===== src/rtl/booth_row_pkg.sv =====
package booth_row_pkg;
  typedef struct packed {
    logic one;  // select +-A
    logic two;  // select +-2A
    logic neg;  // complement and carry-in
  } booth_sel_t;
endpackage


===== src/rtl/booth_win_dec.sv =====
module booth_win_dec
  import booth_row_pkg::*;
(
  input  logic [2:0]  win_i,
  output booth_sel_t  sel_o
);
  always_comb begin
    sel_o.one = win_i[0] ^ win_i[1];
    sel_o.two = (win_i[2] & ~win_i[1] & ~win_i[0]) |
                (~win_i[2] & win_i[1] & win_i[0]);
    // 111 selects nothing, then complement + 1 yields zero
    sel_o.neg = win_i[2];
  end
endmodule


===== src/rtl/booth_pp_gen.sv =====
module booth_pp_gen
  import booth_row_pkg::*;
#(
  parameter int WIDTH = 8,
  localparam int PPW  = WIDTH + 1
) (
  input  logic [WIDTH-1:0] a_i,
  input  booth_sel_t       sel_i,
  output logic [PPW-1:0]   pp_o
);
  logic [PPW-1:0] a_ext;
  assign a_ext = {a_i[WIDTH-1], a_i};

  for (genvar j = 0; j < PPW; j++) begin : g_bit
    if (j == 0) begin : g_lsb
      assign pp_o[j] = (sel_i.one & a_ext[j]) ^ sel_i.neg;
    end else begin : g_rest
      assign pp_o[j] = ((sel_i.one & a_ext[j]) | (sel_i.two & a_ext[j-1])) ^ sel_i.neg;
    end
  end
endmodule


===== src/rtl/booth_row_add.sv =====
module booth_row_add #(
  parameter int WIDTH = 8,
  localparam int PPW  = WIDTH + 1,
  localparam int SW   = WIDTH + 2
) (
  input  logic [PPW-1:0]   pp_i,
  input  logic             neg_i,
  input  logic [WIDTH-1:0] prev_hi_i,
  output logic [SW-1:0]    sum_o
);
  logic [SW-1:0] x_op, y_op;

  // leading one, inverted sign: sign extension without replication
  assign x_op  = {1'b1, ~pp_i[PPW-1], pp_i[PPW-2:0]};
  // inverted top bit stands in for the dropped carry of the row above
  assign y_op  = {1'b0, ~prev_hi_i[WIDTH-1], prev_hi_i};
  assign sum_o = x_op + y_op + SW'(neg_i);
endmodule


===== src/rtl/booth_gen_add_row.sv =====
module booth_gen_add_row
  import booth_row_pkg::*;
#(
  parameter int WIDTH = 8
) (
  input  logic [WIDTH-1:0] a_i,
  input  logic [2:0]       booth_i,
  input  logic [WIDTH-1:0] prev_hi_i,
  output logic [1:0]       prod_bits_o,
  output logic [WIDTH-1:0] sum_hi_o
);
  localparam int PPW = WIDTH + 1;
  localparam int SW  = WIDTH + 2;

  booth_sel_t     sel;
  logic [PPW-1:0] pp;
  logic [SW-1:0]  row_sum;

  booth_win_dec u_dec (
    .win_i (booth_i),
    .sel_o (sel)
  );

  booth_pp_gen #(.WIDTH(WIDTH)) u_pp (
    .a_i   (a_i),
    .sel_i (sel),
    .pp_o  (pp)
  );

  booth_row_add #(.WIDTH(WIDTH)) u_add (
    .pp_i      (pp),
    .neg_i     (sel.neg),
    .prev_hi_i (prev_hi_i),
    .sum_o     (row_sum)
  );

  assign prod_bits_o = row_sum[1:0];
  assign sum_hi_o    = row_sum[SW-1:2];
endmodule


===== config.mk =====
export PLATFORM = sky130hd
export DESIGN_NAME = booth_gen_add_row
export DESIGN_NICKNAME = d
export VERILOG_FILES = /design/src/rtl/booth_row_pkg.sv /design/src/rtl/booth_win_dec.sv /design/src/rtl/booth_pp_gen.sv /design/src/rtl/booth_row_add.sv /design/src/rtl/booth_gen_add_row.sv
export SDC_FILE = /design/constraint.sdc
export NUM_CORES = 1
export LEC_CHECK = 0
export BUFFER_PORTS_ARGS = -buffer_cell sky130_fd_sc_hd__buf_2
export CAP_MARGIN = 10
export CORE_UTILIZATION = 30
export DETAILED_ROUTE_END_ITERATION = 12
export PLACE_DENSITY = 0.62
export REMOVE_ABC_BUFFERS = 1
export SYNTH_ARGS = -nofsm -noshare
export SYNTH_HDL_FRONTEND = slang
export SYNTH_SLANG_ARGS = --single-unit

===== constraint.sdc =====
create_clock -name vclk -period 2.5
set_input_delay 0.25 -clock vclk [all_inputs]
set_output_delay 0.25 -clock vclk [all_outputs]
set_load 0.02 [all_outputs]

# Word level (Yosys, flattened, before mapping)
# Cells that the tools add are included.
dict set report word_totals {
  inputBits 19
  word_cells 46
  rom_bits 0
  regBits 0
  memories 0
  ramBits 0
  latch_bits 0
}
dict set report op_classes {
  n_reduce_logical 0
  n_bitwise 44
  n_mux 0
  shift 0
  n_div 0
  n_mul 0
  eq_ne 0
  n_addsub 2
  n_lt_le_gt_ge 0
}
# operator n
set op_table {}
lappend op_table {{$and 1x1->1} 20}
lappend op_table {{$add 10x1->10} 1}
lappend op_table {{$add 10x9->10} 1}
lappend op_table {{$xor 1x1->1} 10}
lappend op_table {{$or 1x1->1} 9}
lappend op_table {{$not 1->1} 5}

# Logic depth before layout (Yosys ltp)
dict set report logic_depth {
  depth_word 10
  mapped_depth 10
  ltp_nobuf 9
}

# By module
# From an unflattened synthesis, not the netlist that was laid out.
dict set report unflattened {
  hier_cells 76
  hier_area_um2 620.6
}
# mod cells_each instances area_each_um2
set by_module_without_submodules {}
lappend by_module_without_submodules {booth_row_add 50 1 382.9}
lappend by_module_without_submodules {booth_pp_gen 21 1 205.2}
lappend by_module_without_submodules {booth_win_dec 5 1 32.5}

# Worst setup path after synthesis
# No wires, ideal clock.
dict set report synth_path {
  path_type {input to output}
  from {in booth_i[1]}
  to {out sum_hi_o[7]}
  t_arrival_ns 2.517
  stages 10
  n_path_buf 2
  setup_slack_ns -0.267
  path_cell_list {buf_6 > xor2_4 > and2_2 > clkbuf_1 > a221oi_1 > ha_1 > nand4_1 > mux2i_1 > a211o_1 > a31oi_1}
}
dict set report synth_between {
  elab_chain_len 10
}
# item line
set synth_lines {}
lappend synth_lines {{start: declaration} booth_gen_add_row.sv:7} ;# input logic [2:0] booth_i,
lappend synth_lines {{$not 1->1} booth_win_dec.sv:9} ;# sel_o.two = (win_i[2] & ~win_i[1] & ~win_i[0]) |
lappend synth_lines {{$and 1x1->1 (2 in a row)} booth_win_dec.sv:9}
lappend synth_lines {{$or 1x1->1} booth_win_dec.sv:9}
lappend synth_lines {{$and 1x1->1} booth_pp_gen.sv:18} ;# assign pp_o[j] = ((sel_i.one & a_ext[j]) | (sel_i.two & a_ext[j-1])) ^ sel_i.neg;
lappend synth_lines {{$or 1x1->1} booth_pp_gen.sv:18}
lappend synth_lines {{$xor 1x1->1} booth_pp_gen.sv:18}
lappend synth_lines {{$not 1->1} booth_row_add.sv:14} ;# assign x_op = {1'b1, ~pp_i[PPW-1], pp_i[PPW-2:0]};
lappend synth_lines {{$add 10x9->10 (*)} booth_row_add.sv:17} ;# assign sum_o = x_op + y_op + SW'(neg_i);
lappend synth_lines {{$add 10x1->10 (*)} booth_row_add.sv:17}
lappend synth_lines {{end: declaration} booth_gen_add_row.sv:10} ;# output logic [WIDTH-1:0] sum_hi_o
# Mark *: on every way between the ends. The rest lies on a longest branch, timed or not.

# Final worst setup path
dict set report layout_path {
  from {in booth_i[0]}
  to {out sum_hi_o[6]}
}
dict set report layout_between {
  elab_chain_len 9
}
# item line
set layout_lines {}
lappend layout_lines {{$not 1->1} booth_win_dec.sv:9}
lappend layout_lines {{$and 1x1->1} booth_win_dec.sv:9}
lappend layout_lines {{$or 1x1->1} booth_win_dec.sv:9}
lappend layout_lines {{$and 1x1->1} booth_pp_gen.sv:18}
lappend layout_lines {{$or 1x1->1} booth_pp_gen.sv:18}
lappend layout_lines {{$xor 1x1->1} booth_pp_gen.sv:18}
lappend layout_lines {{$not 1->1} booth_row_add.sv:14}
lappend layout_lines {{$add 10x9->10 (*)} booth_row_add.sv:17}
lappend layout_lines {{$add 10x1->10 (*)} booth_row_add.sv:17}
# Marks and branches as above.

==> results.toml <==
[outcome]
status = "complete, but fails checks"
violations = "negative setup slack"

[synth]
syn_avg_cell_area_um2 = 7.713
syn_inst = 91
synthXorXnorAreaFrac_pct = 13.90
synthTopCellsByArea = "ha_1 (14%), a21o_2 (8.7%), a221oi_1 (8.7%), o22a_1 (8.7%), a21oi_1 (7.8%)"
synth_top_area_cell = "ha_1"
synthMuxAreaShare_pct = 3.030
synth_top_family_by_area = "compound AO/OA/AOI/OAI gates"
synth_area_um2 = 701.9
yosys-top-cells-count = "a21oi_1 (11), ha_1 (8), nor2_1 (8)"
yosysWarningCount = 0
yosysMostFrequentCell = "a21oi_1"
synth_top_area_share_pct = 14.26
synth-simple-area-share_pct = 16.22
synth_compound_area_share_pct = 44.21
synth_fa_ha_area_share_pct = 17.11
synth_seq_area_share_pct = 0
yosysUniqueCellTypes = 33

[worst_setup_path]
cp_max_fo = 6
path_buf_inv = 3
crit_path_cell_trace = "buf_12, xor2_4, and2_4, a221oi_4, ha_4, buf_6, a21oi_4, o22ai_4, o41ai_2, xnor2_1, buf_4"
critical_path_class = "input pin to output pin"
slowest_delay_ns = 0.33
cp_top_family = "compound AO/OA/AOI/OAI gates"
cp.arrival_ns = 2.32
cp_slowest_cell = "o41ai_2"
startpoint_type = "input pin"
end_kind = "output pin"
worstPathRequired_ns = 2.25

[power_and_ir_drop]
sw_frac_of_total_pct = 50.21
p_clk_share_pct = 0
peakVddDrop_v = 0.0002957
p_sw_mw = 0.2574
p_leak_nw = 0.5712
pwr-share-seq_pct = 0
comb_power_share_pct = 100.0
power.density_mw_per_mm2 = 391.3
intPower_mw = 0.2552
design_power_total_mw = 0.5126

[global_routing]
grt-ovfl-total = 0
antenna_found_initial = 0
grt_pass1_wl_mm = 3.615
grtUsageTotal_pct = 17.91
grt_pass1_vias = 859
grt_max_degree = 8

[detailed_routing]
via_per_inst = 5.298
postRouteAntennaNets = 0
route.detailed.drc = 0
wirelength_mm = 2.298
via_count = 906
drtIter0Drc = 6
drt_pass1_iterations = 4
wl_per_cell_um = 13.44

[floorplan]
rows = 17
fp.dieArea_mm2 = 0.002537
start_util_pct = 31.73
io_pins = 29
die_h_um = 50.37
die_w_um = 50.37
core_area_mm2 = 0.002212

[timing]
worstMarginPinSlew_ns = 0.3112
setup_viol = 4
fin_crit_sh_pct = 102.8
finalCriticalPeriod_ns = 2.569
layout_setup_ws_ns = -0.06911
report.final.slew_viol_count = 0
max_slew_margin_pct = 79.23
rsz0062_at_grt = "yes"
fmax_mhz = 389.2
fin_hold_ws_ns = 0.8177
finalHoldViolCount = 0

[final_layout]
final_core_util_pct = 59.22
n_antenna_cell = 0
layout.area.seq_um2 = 0
final_nets = 173
design.seq.count = 0
design_area_mm2 = 0.001310
clock_buffers = 0
drive_above_1_share_pct = 65.03
syn2layout_area_growth_pct = 86.63

[place]
place.gp.congestion = 0.7815
port_buffers = 29
dpl.hpwl_mm = 1.722
dpl_cell_area_mm2 = 0.001023

[clock_tree]
cts_hold_buf = 0

[run]
cap_violations = 0

[hold_path]
hp-class = "input pin to output pin"
[timing repair]
action,in CTS,in global routing
pin swaps,12,15
endpoints found under the hold margin,0,0
setup buffers,3,2
endpoints found under the setup margin,6,6
resized for setup,32,17
cloned,0,0
[layout by cell type (no fill, tap or decap), types with 2 or more instances in the layout]
cell type and n:
o22a_1 7, nor2_2 2, o21ai_0 2, ha_4 2
a21oi_2 7, nand2_2 2, nand2_1 2, a21o_2 7
buf_4 29, a221oi_2 3, buf_12 2, xnor2_1 6
buf_6 3, nor2b_1 2, ha_1 6, buf_2 23
a21oi_1 3, nand3_1 3, inv_1 2, a221oi_4 3
nor2_1 6, xor2_1 2
[logic make-up after synthesis]
kind of cell,count (synthesis)
AOI/OAI and AO/OA,41
adders and majority gates,9
and+or+nand+nor,23
buffers and inverters,7
xor gates and xnor gates,9
muxes,2
[per-stage QoR]
stage | worst slack (ns) | TNS, ns | instances
after floorplan | -0.02381 | -0.02381 | 86
after global placement | -0.2770 | -1.100 | 166
after detailed placement | -0.3928 | -1.690 | 166
after CTS | -0.08184 | -0.1992 | 169
after global routing | -0.1774 | -0.6208 | 171
final | -0.06911 | -0.2377 | 171
[power by group through the flow]
stage	sequential (mW)	combinational [mW]	clock, mW
after detailed placement	0	0.393	0
final	0	0.513	0
after global placement	0	0.384	0
after floorplan	0	0.242	0
after global routing	0	0.555	0
after CTS	0	0.458	0
[worst paths after layout]
kind  slack [ns]        endpoint  cells past startpoint          from
max        -0.07     sum_hi_o[6]                     11    booth_i[0]
min         0.82  prod_bits_o[0]                      3  prev_hi_i[0]
[metal layers]
layer / wire (um) / vias up / global-route usage, %
met5: 0 / - / 0
met4: 53 / 0 / 3.704
met3: 78 / 4 / 0.6061
met2: 1181 / 25 / 34.22
met1: 984 / 412 / 21.88
li1: - / 465 / -
[worst min-delay path, cell delays in order]
cell     delay, ns
buf_2         0.11
xnor2_1       0.06
buf_2         0.15
[final cells by class]
class,count,area [um2]
fill,210,902.1
timing repair buffer,57,406.6
inverter,2,7.507
multi-input combinational,84,860.8
tap,28,35.03
Note: power is estimated with default switching activity, not from simulation.
